[src/rtl/csas_pkg.sv]
package csas_pkg;

  typedef enum logic {
    ST_IDLE = 1'b0,
    ST_RUN  = 1'b1
  } ctrl_state_e;

  // Three-input minority: high when at most one input is high.
  function automatic logic min3(input logic x, input logic y, input logic z);
    return ~((x & y) | (x & z) | (y & z));
  endfunction

endpackage

[src/rtl/csas_slice.sv]
module csas_slice #(
  parameter bit HAS_CARRY = 1'b1
) (
  input  logic clk,
  input  logic rst,
  input  logic load,
  input  logic step,
  input  logic a_in,
  input  logic b_bit,
  input  logic sum_in,
  output logic sum_nxt
);
  import csas_pkg::*;

  logic a_q;
  logic s_q;
  logic c_q;
  logic pp;
  logic cout;

  // Full adder built from minority functions only.
  always_comb begin
    pp      = a_q & b_bit;
    cout    = ~min3(s_q, pp, c_q);
    sum_nxt = min3(cout, ~c_q, min3(s_q, pp, ~c_q));
  end

  always_ff @(posedge clk) begin
    if (rst) begin
      a_q <= 1'b0;
      s_q <= 1'b0;
    end else if (load) begin
      a_q <= a_in;
      s_q <= 1'b0;
    end else if (step) begin
      s_q <= sum_in;
    end
  end

  generate
    if (HAS_CARRY) begin : g_carry
      always_ff @(posedge clk) begin
        if (rst || load) c_q <= 1'b0;
        else if (step)   c_q <= cout;
      end
    end else begin : g_no_carry
      assign c_q = 1'b0;
      // the highest slice never produces a carry
      p_top_carry_zero_r7: assert property (@(posedge clk) disable iff (rst)
        step |-> !cout);
    end
  endgenerate

endmodule

[src/rtl/csas_ctrl.sv]
module csas_ctrl #(
  parameter int N = 8
) (
  input  logic         clk,
  input  logic         rst,
  input  logic         start,
  input  logic [N-1:0] b_in,
  output logic         busy,
  output logic         done,
  output logic         load,
  output logic         step,
  output logic         last,
  output logic         flush,
  output logic         bcast
);
  import csas_pkg::*;

  localparam int STAGES = 2 * N;
  localparam int CW     = $clog2(STAGES);
  localparam logic [CW-1:0] LAST_STAGE  = CW'(STAGES - 1);
  localparam logic [CW-1:0] FLUSH_START = CW'(N);

  ctrl_state_e   state;
  logic [CW-1:0] cnt;
  logic [N-1:0]  b_sr;

  always_comb begin
    load  = (state == ST_IDLE) && start;
    step  = (state == ST_RUN);
    last  = step && (cnt == LAST_STAGE);
    flush = step && (cnt >= FLUSH_START);
    bcast = b_sr[0];
  end

  always_ff @(posedge clk) begin
    if (rst) begin
      state <= ST_IDLE;
      cnt   <= '0;
      b_sr  <= '0;
      busy  <= 1'b0;
      done  <= 1'b0;
    end else begin
      case (state)
        ST_IDLE: begin
          if (start) begin
            state <= ST_RUN;
            cnt   <= '0;
            b_sr  <= b_in;
            busy  <= 1'b1;
            done  <= 1'b0;
          end
        end
        ST_RUN: begin
          cnt  <= cnt + 1'b1;
          b_sr <= {1'b0, b_sr[N-1:1]};
          if (cnt == LAST_STAGE) begin
            state <= ST_IDLE;
            busy  <= 1'b0;
            done  <= 1'b1;
          end
        end
        default: state <= ST_IDLE;
      endcase
    end
  end

  // busy and done are exclusive
  p_busy_done_excl_r3: assert property (@(posedge clk) disable iff (rst)
    !(busy && done));

  // done only rises as a run ends
  p_done_after_run_r3: assert property (@(posedge clk) disable iff (rst)
    $rose(done) |-> $past(busy));

  // a run is never cut short by start
  p_run_holds_r6: assert property (@(posedge clk) disable iff (rst)
    (busy && !last) |=> busy);

  // drain stages see a zero multiplier bit
  p_flush_zero_r8: assert property (@(posedge clk) disable iff (rst)
    flush |-> !bcast);

endmodule

[src/rtl/csas_collect.sv]
module csas_collect #(
  parameter int N = 8
) (
  input  logic           clk,
  input  logic           rst,
  input  logic           load,
  input  logic           step,
  input  logic           last,
  input  logic           bit_in,
  output logic [2*N-1:0] product
);
  localparam int PW = 2 * N;

  logic [PW-1:0] acc;

  always_ff @(posedge clk) begin
    if (rst) begin
      acc     <= '0;
      product <= '0;
    end else begin
      if (load)      acc <= '0;
      else if (step) acc <= {bit_in, acc[PW-1:1]};
      if (last)      product <= {bit_in, acc[PW-1:1]};
    end
  end

  // the published result only changes at the end of a run
  p_product_hold_r5: assert property (@(posedge clk) disable iff (rst)
    !last |=> $stable(product));

endmodule

[src/rtl/csas_mult.sv]
module csas_mult #(
  parameter int N = 8
) (
  input  logic           clk,
  input  logic           rst,
  input  logic           start,
  input  logic [N-1:0]   a,
  input  logic [N-1:0]   b,
  output logic           busy,
  output logic           done,
  output logic [2*N-1:0] product
);
  logic         load;
  logic         step;
  logic         last;
  logic         flush;
  logic         bcast;
  logic [N-1:0] ns;

  csas_ctrl #(.N(N)) u_ctrl (
    .clk   (clk),
    .rst   (rst),
    .start (start),
    .b_in  (b),
    .busy  (busy),
    .done  (done),
    .load  (load),
    .step  (step),
    .last  (last),
    .flush (flush),
    .bcast (bcast)
  );

  genvar j;
  generate
    for (j = 0; j < N; j++) begin : g_slice
      if (j == N - 1) begin : g_top
        csas_slice #(.HAS_CARRY(1'b0)) u_slice (
          .clk     (clk),
          .rst     (rst),
          .load    (load),
          .step    (step),
          .a_in    (a[j]),
          .b_bit   (bcast),
          .sum_in  (1'b0),
          .sum_nxt (ns[j])
        );
      end else begin : g_mid
        csas_slice #(.HAS_CARRY(1'b1)) u_slice (
          .clk     (clk),
          .rst     (rst),
          .load    (load),
          .step    (step),
          .a_in    (a[j]),
          .b_bit   (bcast),
          .sum_in  (ns[j+1]),
          .sum_nxt (ns[j])
        );
      end
    end
  endgenerate

  csas_collect #(.N(N)) u_collect (
    .clk     (clk),
    .rst     (rst),
    .load    (load),
    .step    (step),
    .last    (last),
    .bit_in  (ns[0]),
    .product (product)
  );

  // start with done high begins a new run
  p_restart_r9: assert property (@(posedge clk) disable iff (rst)
    (done && start) |=> (busy && !done));

  // accepted start always raises busy
  p_start_busy_r2: assert property (@(posedge clk) disable iff (rst)
    (!busy && start) |=> busy);

  // flush never happens outside a run
  p_flush_in_run_r8: assert property (@(posedge clk) disable iff (rst)
    flush |-> busy);

endmodule

[config.mk]
export PLATFORM = sky130hd
export DESIGN_NAME = csas_mult
export DESIGN_NICKNAME = d
export VERILOG_FILES = /design/src/rtl/csas_pkg.sv /design/src/rtl/csas_slice.sv /design/src/rtl/csas_ctrl.sv /design/src/rtl/csas_collect.sv /design/src/rtl/csas_mult.sv
export SDC_FILE = /design/constraint.sdc
export NUM_CORES = 1
export LEC_CHECK = 0
export ABC_CLOCK_PERIOD_IN_PS = 1440
export BUFFER_PORTS_ARGS = -buffer_cell sky130_fd_sc_hd__buf_2
export CORE_UTILIZATION = 51
export DETAILED_ROUTE_END_ITERATION = 7
export GPL_ROUTABILITY_DRIVEN = 0
export PLACE_DENSITY = 0.75
export SKIP_LAST_GASP = 1
export SYNTH_ARGS = -nofsm -noshare
export SYNTH_HDL_FRONTEND = slang
export SYNTH_SLANG_ARGS = --single-unit
[constraint.sdc]
create_clock -name clk -period 1.44 [get_ports clk]
set_input_delay 0.36 -clock clk [delete_from_list [all_inputs] [get_ports clk]]
set_output_delay 0.36 -clock clk [all_outputs]
set_load 0.01 [all_outputs]
==> results of run 1 <==
==> per-stage QoR <==
step | utilization [%] | setup slack [ns]
finish | 63.2 | 0.116
global route | 63.2 | 0.0272
CTS | 63.2 | 0.0642
global placement | 59.0 | 0.00960
floorplan | - | 0.00306
detailed placement | 59.0 | -0.0497
==> area by class of cell <==
cell class	count	area, um^2
fill	484	1940
tap	70	87.6
multi-input combinational	199	1330
clock buffer	11	141
sequential	68	1370
clock inverter	5	75.1
inverter	16	60.1
timing repair buffer	46	268
==> flip-flops by register name, indices dropped and copies added (netlist names) <==
signal and flops:
g_slice.g_mid.u_slice.s_q 7, g_slice.g_mid.u_slice.a_q 7, u_ctrl.b_sr 8, g_slice.g_mid.u_slice.c_q 7, u_collect.acc 15, g_slice.g_top.u_slice.a_q 1
u_ctrl.done 1, u_ctrl.step 1, u_collect.product 16, u_ctrl.cnt 4, u_ctrl.busy 1
==> metal layers <==
| metal | vias up | share of wire (%) | routed length [um] |
|---|---|---|---|
| met3 | 11 | 4.2 | 214 |
| met4 | 0 | 2.1 | 109 |
| li1 | 1037 | - | - |
| met2 | 38 | 49 | 2490 |
| met5 | - | 0 | 0 |
| met1 | 969 | 45 | 2290 |
==> how the worst max path moves through the flow <==
stage | from | endpoint | slack, ns | cells past startpoint
2_1_floorplan | u_ctrl.b_sr[0] | g_slice[5].g_mid.u_slice.s_q | 0.003 | 5
3_3_place_gp | start | g_slice[5].g_mid.u_slice.a_q | 0.01 | 4
3_5_place_dp | u_ctrl.b_sr[0] | g_slice[5].g_mid.u_slice.s_q | -0.05 | 4
4_1_cts | u_ctrl.b_sr[0] | g_slice[5].g_mid.u_slice.s_q | 0.06 | 4
5_1_grt | u_ctrl.b_sr[0] | g_slice[5].g_mid.u_slice.s_q | 0.03 | 4
6_report | u_ctrl.b_sr[0] | g_slice[5].g_mid.u_slice.s_q | 0.12 | 4
==> critical path, cell delays in order (launching register included) <==
cell	delay (ns)
dfxtp_4	0.39
nand2_1	0.12
fa_1	0.48
mux2i_1	0.16
nor2_1	0.06
==> power breakdown <==
part / switching, mW / total [mW] / leakage [nW] / internal, mW
Combinational: 0.154 / 0.280 / 0.636 / 0.126
Sequential: 0.0405 / 1.97 / 0.553 / 1.93
Clock: 0.697 / 1.71 / 0.113 / 1.01
==> synthesized netlist by cell type <==
| cell type | count | area share [%] |
|---|---|---|
| buf_2 | 10 | 1.7 |
| nand2b_2 | 1 | 0.31 |
| dfxtp_1 | 68 | 48 |
| nand4_2 | 1 | 0.44 |
| a21oi_1 | 26 | 4.5 |
| inv_1 | 16 | 2.1 |
| a211oi_1 | 8 | 2.1 |
| nand2_1 | 57 | 7.5 |
| and4_1 | 1 | 0.31 |
| buf_1 | 1 | 0.13 |
| nor2_1 | 40 | 5.2 |
| nand2b_1 | 1 | 0.22 |
| nand3_1 | 2 | 0.35 |
| o21ai_0 | 1 | 0.17 |
| buf_4 | 3 | 0.79 |
| xnor2_1 | 1 | 0.31 |
| xor2_1 | 1 | 0.31 |
| o22ai_1 | 1 | 0.22 |
| nor3_1 | 3 | 0.52 |
| mux2_2 | 7 | 2.8 |
| buf_6 | 1 | 0.39 |
| nor2b_1 | 2 | 0.44 |
| fa_1 | 14 | 9.8 |
| mux2i_1 | 29 | 10 |
| nor3b_1 | 1 | 0.26 |
| clkbuf_1 | 5 | 0.66 |
| o21a_1 | 1 | 0.26 |
| ha_1 | 1 | 0.44 |
==> cells by family after synthesis <==
family	Yosys count	synth area share, %
adders and majority gates	15	10.2
muxes	36	12.9
and+or+nand+nor	109	15.6
DFF	68	47.6
xor gates and xnor gates	2	0.612
AOI/OAI and AO/OA	37	7.30
buffers and inverters	36	5.82
==> cell usage in the layout (no fill, tap or decap), drive strengths merged, types with 3 or more instances in the layout <==
master and count:
fa 14, a21oi 26, mux2 7, nor2 40
clkinv 3, nor3 3, clkbuf 11, dfxtp 68
a211oi 8, inv 16, mux2i 29, nand2 57
buf 46
==> repair_timing <==
item                       CTS  global route
hold buffers                 0             0
gates resized for setup      1             1
hold endpoints to repair     0             0
setup endpoints to repair    4             1
==> flow_summary.yaml, run 1 <==
clock_tree:
  clockBufferDepth: 2
  cts.sinks: 68
  cts_setup_buffers: 0
  cts_tree: "done"
  clockRootBuffer: "clkbuf_8"
  cts_buffers: 9
  cts-htree-levels: 3
  clkTransAtPathRegs_ns: 0.07
  clock_latency_ns: 0.34
die:
  initial_core_util_pct: 54.3
  core_um2: 5270
  rows: 26
  ios: 37
  die_area_um2: 5910
  dieWidth_um: 76.9
  die_y_um: 76.9
synth:
  postSynthCellCount: 303
  syn_nets: 337
  syn_area_um2: 2860
  ys_warn_count: 0
  yosys.cell_types.count: 28
  avgSynthCellArea_um2: 9.44
  synth_seq_area_share_pct: 47.6
  synth.ff_latch_count: 68
worst_setup_path:
  cp_data_arrival_time_ns: 1.56
  start_kind: "flip-flop"
  r2r-end: "g_slice[5].g_mid.u_slice.s_q"
  r2r.worst_path.cells: 4
  rrSetupSlack_ns: 0.12
  end_kind: "flip-flop"
  cp_max_fo: 9
  cp.required_ns: 1.68
  path_class: "reg2reg"
  timing.rr.start: "u_ctrl.b_sr[0]"
routing:
  route.detailed.drc: 0
  drt-wirelength-per-cell_um: 12.3
  drt-total-wl_mm: 5.10
  drtIter0Drc: 98
  route.antenna.remaining_nets: 0
  avgViaCountPerCell: 4.95
  vias: 2055
  firstDrtPassIters: 4
timing:
  setup_viol: 0
  setup_tns_ns: 0
  clock.fmax_ghz: 0.756
  rsz0062_at_grt: "no"
  hold_slack_ns: 0.252
  fin_skew_ns: 0.00499
  drv_slew: 0
  max_slew_margin_pct: 62.0
  post-route-min-period_ns: 1.32
  tightest_slew_ns: 0.569
  finalHoldViolCount: 0
  fin_crit_sh_pct: 91.9
grt:
  antenna_found_initial: 0
  use_met3_pct: 6.67
  grt_use_met1_pct: 21.8
  grt_max_degree: 38
  use_met2_pct: 32.9
  grt_pass1_wl_mm: 8.95
  grt_usage_pct: 19.7
  grt_pass1_vias: 2036
  overflow: 0
  busiest_layer: "met2"
final_layout:
  drive_above_1_share_pct: 20.9
  fin_nets: 374
  instances_no_fill: 415
  diodes: 0
  final_area_um2: 3330
  area_growth_pct: 16.4
placement:
  post_dp_cell_area_um2: 3110
  place_inst: 399
  portBuffers: 36
  dp.final_hpwl_mm: 3.37
min_path:
  hold_path.class: "in2reg"
  whs_path_depth: 3
  min_from: "a[4]"
  holdPathEnd: "g_slice[4].g_mid.u_slice.a_q"
run_status:
  status: "finished clean"
pwr:
  power_mw: 3.96
  ir_drop_mv: 0.644
  powerDensity_nw_per_um2: 1190
  static-leakage-power_nw: 1.30
flow_run:
  drv_cap: 0
Power figures use the tool's default switching activity.
==> run 2, diff against run 1 <==
--- a/config.mk
+++ b/config.mk
@@ -7,10 +7,11 @@
 export LEC_CHECK = 0
 export ABC_CLOCK_PERIOD_IN_PS = 1440
 export BUFFER_PORTS_ARGS = -buffer_cell sky130_fd_sc_hd__buf_2
+export CORE_ASPECT_RATIO = 0.8
 export CORE_UTILIZATION = 51
 export DETAILED_ROUTE_END_ITERATION = 7
 export GPL_ROUTABILITY_DRIVEN = 0
-export PLACE_DENSITY = 0.75
+export PLACE_DENSITY = 0.71
 export SKIP_LAST_GASP = 1
 export SYNTH_ARGS = -nofsm -noshare
 export SYNTH_HDL_FRONTEND = slang
==> run 2 against run 1 <==
Compared with the run above:
- die area hardly changed
- critical path type unchanged
- sequential power hardly changed
- worst hold slack worse by 0.0012 ns
- clock skew is 0.0043 ns higher
- critical endpoint is now u_collect.product[13]
- final area is 0.45% lower
- non-clock buffer count stayed put
- first-iteration DRC count is 12% higher
- core utilization is 0.46 points higher
==> flow_summary.yaml, run 2 (same netlist as run 1, synthesis figures left out) <==
run_status:
  status: "finished clean"
final_layout:
  fin_util_pct: 63.7
  top_regs: "u_collect.product: 16 flops, u_collect.acc: 15 flops, u_ctrl.b_sr: 8 flops"
  drive_above_1_share_pct: 20.6
  largest_register_ffs: 16
  layout_common_cells: "dfxtp_1 (66), nand2_1 (57), nor2_1 (40), buf_2 (36), mux2i_1 (29)"
  final_common_cell: "dfxtp_1"
  regMostFlops: "u_collect.product"
  final_area_um2: 3320
  fin_nets: 374
  area_growth_pct: 15.9
  diodes: 0
pwr:
  p_comb_share_pct: 7.6
  power_mw: 3.68
  cellInternalPower_mw: 2.82
  clkPwrFrac_pct: 38.9
  ir_drop_mv: 0.690
  static-leakage-power_nw: 1.28
  powerDensity_nw_per_um2: 1110
  switching_power_uw: 860
  seqPwrFrac_pct: 53.5
  switching_share_pct: 23.3
clock_tree:
  cts_buffers: 9
  clkTransAtPathRegs_ns: 0.07
  cts.sinks: 68
  clock_latency_ns: 0.34
  cts_setup_buffers: 0
  clockBufferDepth: 2
  clockRootBuffer: "clkbuf_8"
  cts_tree: "done"
  cts-htree-levels: 3
timing:
  tightest_slew_ns: 0.591
  setup_viol: 0
  setup_ws_ns: 0.112
  rsz0062_at_grt: "no"
  fin_crit_sh_pct: 92.2
  post-route-min-period_ns: 1.33
  fin_skew_ns: 0.00932
  clock.fmax_ghz: 0.753
  finalHoldViolCount: 0
  hold_slack_ns: 0.250
  drv_slew: 0
  max_slew_margin_pct: 60.5
die:
  initial_core_util_pct: 54.9
  ios: 37
  die_area_um2: 5920
  core_um2: 5210
  dieWidth_um: 85.7
  rows: 23
  die_y_um: 69.0
routing:
  route.antenna.remaining_nets: 0
  avgViaCountPerCell: 4.80
  drt-wirelength-per-cell_um: 11.8
  met2_length_mm: 2.25
  vias: 2018
  route.detailed.drc: 0
  firstDrtPassIters: 4
  wl_met3_um: 194
  drtIter0Drc: 110
  drt-total-wl_mm: 4.95
  top_layer_used: "met4"
  m1WireLength_mm: 2.44
worst_setup_path:
  end_kind: "flip-flop"
  cp.required_ns: 1.71
  cp_max_fo: 16
  path_class: "reg2reg"
  cp_data_arrival_time_ns: 1.60
  start_kind: "flip-flop"
placement:
  dp.final_hpwl_mm: 3.24
  portBuffers: 36
  preCtsSetupSlack_ns: -0.0163
  post_dp_cell_area_um2: 3130
flow_run:
  drv_cap: 0
grt:
  grt_usage_pct: 19.6
  overflow: 0
  grt_max_degree: 38
  grt_pass1_wl_mm: 8.55
  grt_pass1_vias: 1891
  antenna_found_initial: 0
min_path:
  hold_path.class: "in2reg"
run 2: layout make-up:
cell class,count,area (um^2)
clock buffer,15,176
clock inverter,1,5.00
fill,477,1890
inverter,16,60.1
multi-input combinational,199,1340
sequential,68,1370
tap,75,93.8
timing repair buffer,46,280
run 2: stage by stage:
step / std cells / setup TNS, ns
2_1_floorplan: 303 / 0
3_3_place_gp: 404 / 0
3_5_place_dp: 404 / -0.0256
4_1_cts: 420 / 0
5_1_grt: 420 / 0
6_report: 420 / 0
run 2: worst paths after layout:
path / slack (ns) / cells past startpoint / startpoint / to
min: 0.25 / 3 / a[1] / g_slice[1].g_mid.u_slice.a_q
min reg2reg: 0.45 / 2 / u_collect.product[14] / u_collect.product[14]
max: 0.11 / 5 / u_ctrl.cnt[0] / u_collect.product[13]
max reg2reg: 0.11 / 5 / u_ctrl.cnt[0] / u_collect.product[13]
run 2: timing repair:
action / in CTS / in global routing
hold endpoints to repair: 0 / 0
pin swaps: 0 / 0
resized for setup: 1 / 2
hold buffers: 0 / 0
setup endpoints to repair: 3 / 11
run 2: worst max-delay path, stage by stage (launching register included):
cell     delay (ns)
dfxtp_1        0.38
ha_1           0.21
and4_2         0.32
buf_12         0.16
nand2_1        0.06
a21oi_1        0.13
run 2: routing by layer:
metal / up-vias / track usage [%]
met5: - / 0
li1: 1040 / -
met4: 0 / 10.0
met2: 34 / 32.4
met3: 7 / 5.71
met1: 937 / 23.7
run 2: power groups by stage:
stage | clock, mW | combinational, mW | sequential (mW)
after floorplan | 0 | 0.215 | 2.00
after global placement | 0 | 0.276 | 2.01
after detailed placement | 0 | 0.280 | 2.01
after CTS | 1.48 | 0.283 | 1.97
after global routing | 1.56 | 0.318 | 1.98
final | 1.43 | 0.280 | 1.97
==> run 3, diff against run 2 <==
--- a/config.mk
+++ b/config.mk
@@ -5,13 +5,13 @@
 export SDC_FILE = /design/constraint.sdc
 export NUM_CORES = 1
 export LEC_CHECK = 0
-export ABC_CLOCK_PERIOD_IN_PS = 1440
+export ABC_CLOCK_PERIOD_IN_PS = 1520
 export BUFFER_PORTS_ARGS = -buffer_cell sky130_fd_sc_hd__buf_2
 export CORE_ASPECT_RATIO = 0.8
-export CORE_UTILIZATION = 51
+export CORE_UTILIZATION = 57
 export DETAILED_ROUTE_END_ITERATION = 7
 export GPL_ROUTABILITY_DRIVEN = 0
-export PLACE_DENSITY = 0.71
+export PLACE_DENSITY = 0.75
 export SKIP_LAST_GASP = 1
 export SYNTH_ARGS = -nofsm -noshare
 export SYNTH_HDL_FRONTEND = slang
==> constraint.sdc (replaced) <==
create_clock -name clk -period 1.52 [get_ports clk]
set_input_delay 0.38 -clock clk [delete_from_list [all_inputs] [get_ports clk]]
set_output_delay 0.38 -clock clk [all_outputs]
set_load 0.01 [all_outputs]
==> run 3 against run 2 <==
Compared with the run above:
- flip-flop and latch count is the same
- setup slack better by 0.028 ns
- sequential power is 5% lower
- critical endpoint is now g_slice[5].g_mid.u_slice.s_q
==> flow_summary.yaml, run 3 (same netlist as run 1, synthesis figures left out) <==
clock_tree:
  clkTransAtPathRegs_ns: 0.07
  clock_latency_ns: 0.34
  clockBufferDepth: 2
  cts_buffers: 9
  cts.sinks: 68
  clockRootBuffer: "clkbuf_8"
  cts-htree-levels: 3
  cts_setup_buffers: 0
  cts_tree: "done"
worst_setup_path:
  cp_max_fo: 9
  cp.required_ns: 1.74
  end_kind: "flip-flop"
  cp_data_arrival_time_ns: 1.60
  start_kind: "flip-flop"
  path_class: "reg2reg"
placement:
  dp.final_hpwl_mm: 3.28
  portBuffers: 36
  place_inst: 388
final_layout:
  top_regs: "u_collect.product: 16 flops, u_collect.acc: 15 flops, u_ctrl.b_sr: 8 flops"
  regMostFlops: "u_collect.product"
  layout_common_cells: "dfxtp_1 (66), nand2_1 (57), nor2_1 (40), buf_2 (36), mux2i_1 (29)"
  instances_no_fill: 403
  drive_above_1_share_pct: 19.8
  fin_nets: 373
  largest_register_ffs: 16
  final_common_cell: "dfxtp_1"
  diodes: 0
  area_growth_pct: 14.4
timing:
  fin_skew_ns: 0.00865
  setup_tns_ns: 0
  fin_crit_sh_pct: 90.8
  clock.fmax_ghz: 0.725
  tightest_slew_ns: 0.630
  max_slew_margin_pct: 57.9
  finalHoldViolCount: 0
  drv_slew: 0
  setup_viol: 0
  post-route-min-period_ns: 1.38
  rsz0062_at_grt: "no"
grt:
  grt_max_degree: 39
  antenna_found_initial: 0
  grt_pass1_vias: 2070
  grt_usage_pct: 22.1
  overflow: 0
  grt_pass1_wl_mm: 8.71
run_status:
  status: "finished clean"
routing:
  avgViaCountPerCell: 5.10
  drt-wirelength-per-cell_um: 12.5
  vias: 2054
  firstDrtPassIters: 4
  drtIter0Drc: 91
  drt-total-wl_mm: 5.04
  route.detailed.drc: 0
  route.antenna.remaining_nets: 0
die:
  core_um2: 4710
  rows: 22
  ios: 37
  die_y_um: 65.4
  dieWidth_um: 81.2
  die_area_um2: 5310
  initial_core_util_pct: 60.8
pwr:
  powerDensity_nw_per_um2: 1080
  ir_drop_mv: 0.735
  static-leakage-power_nw: 1.27
  power_mw: 3.55
flow_run:
  drv_cap: 0
min_path:
  hold_path.class: "in2reg"
run 3: report_power, final:
part	switching (mW)	internal (mW)	leakage (nW)
Sequential	0.0367	1.83	0.553
Clock	0.627	0.793	0.0935
Combinational	0.146	0.114	0.623
run 3: cell type report:
class,instances,area [um^2]
clock buffers,13,149
clock inverters,2,35.0
fillers,404,1430
inverters,16,60.1
multi-input cells,199,1340
flip-flops and latches,68,1360
well taps,60,75.1
repair buffers,45,248
run 3: path summary, 6_finish.rpt:
check | start | to | slack, ns | cells after the start
setup / recovery | u_ctrl.b_sr[0] | g_slice[5].g_mid.u_slice.s_q | 0.14 | 4
hold / removal | a[4] | g_slice[4].g_mid.u_slice.a_q | 0.28 | 3
setup reg to reg | u_ctrl.b_sr[0] | g_slice[5].g_mid.u_slice.s_q | 0.14 | 4
hold reg to reg | u_collect.product[12] | u_collect.product[12] | 0.45 | 2
run 3: critical path, cell delays in order, from the launching register on:
cell	delay, ns
dfxtp_2	0.42
nand2_1	0.15
fa_1	0.48
mux2i_1	0.15
nor2_1	0.05
run 3: through the flow:
step	hold WS, ns	instance area [um^2]	util (%)	setup slack (ns)
6_report	0.280	3270	69.5	0.140
5_1_grt	0.286	3270	69.5	0.0236
4_1_cts	0.262	3260	69.3	0.00711
3_5_place_dp	0.444	3080	65.4	0.00913
3_3_place_gp	0.440	3080	65.4	0.0559
2_1_floorplan	0.431	2860	-	0.0831
run 3: routing by layer:
metal	vias to the layer above	global-route usage (%)	share of wire [%]
li1	1032	-	-
met1	976	27.0	49
met2	37	35.9	44
met3	9	6.67	4.9
met4	0	9.60	1.7
met5	-	0	0
run 3: repair_timing:
action,in CTS,in global routing
setup endpoints to repair,0,22
hold buffers,0,0
hold endpoints to repair,0,0
gates resized for setup,0,2
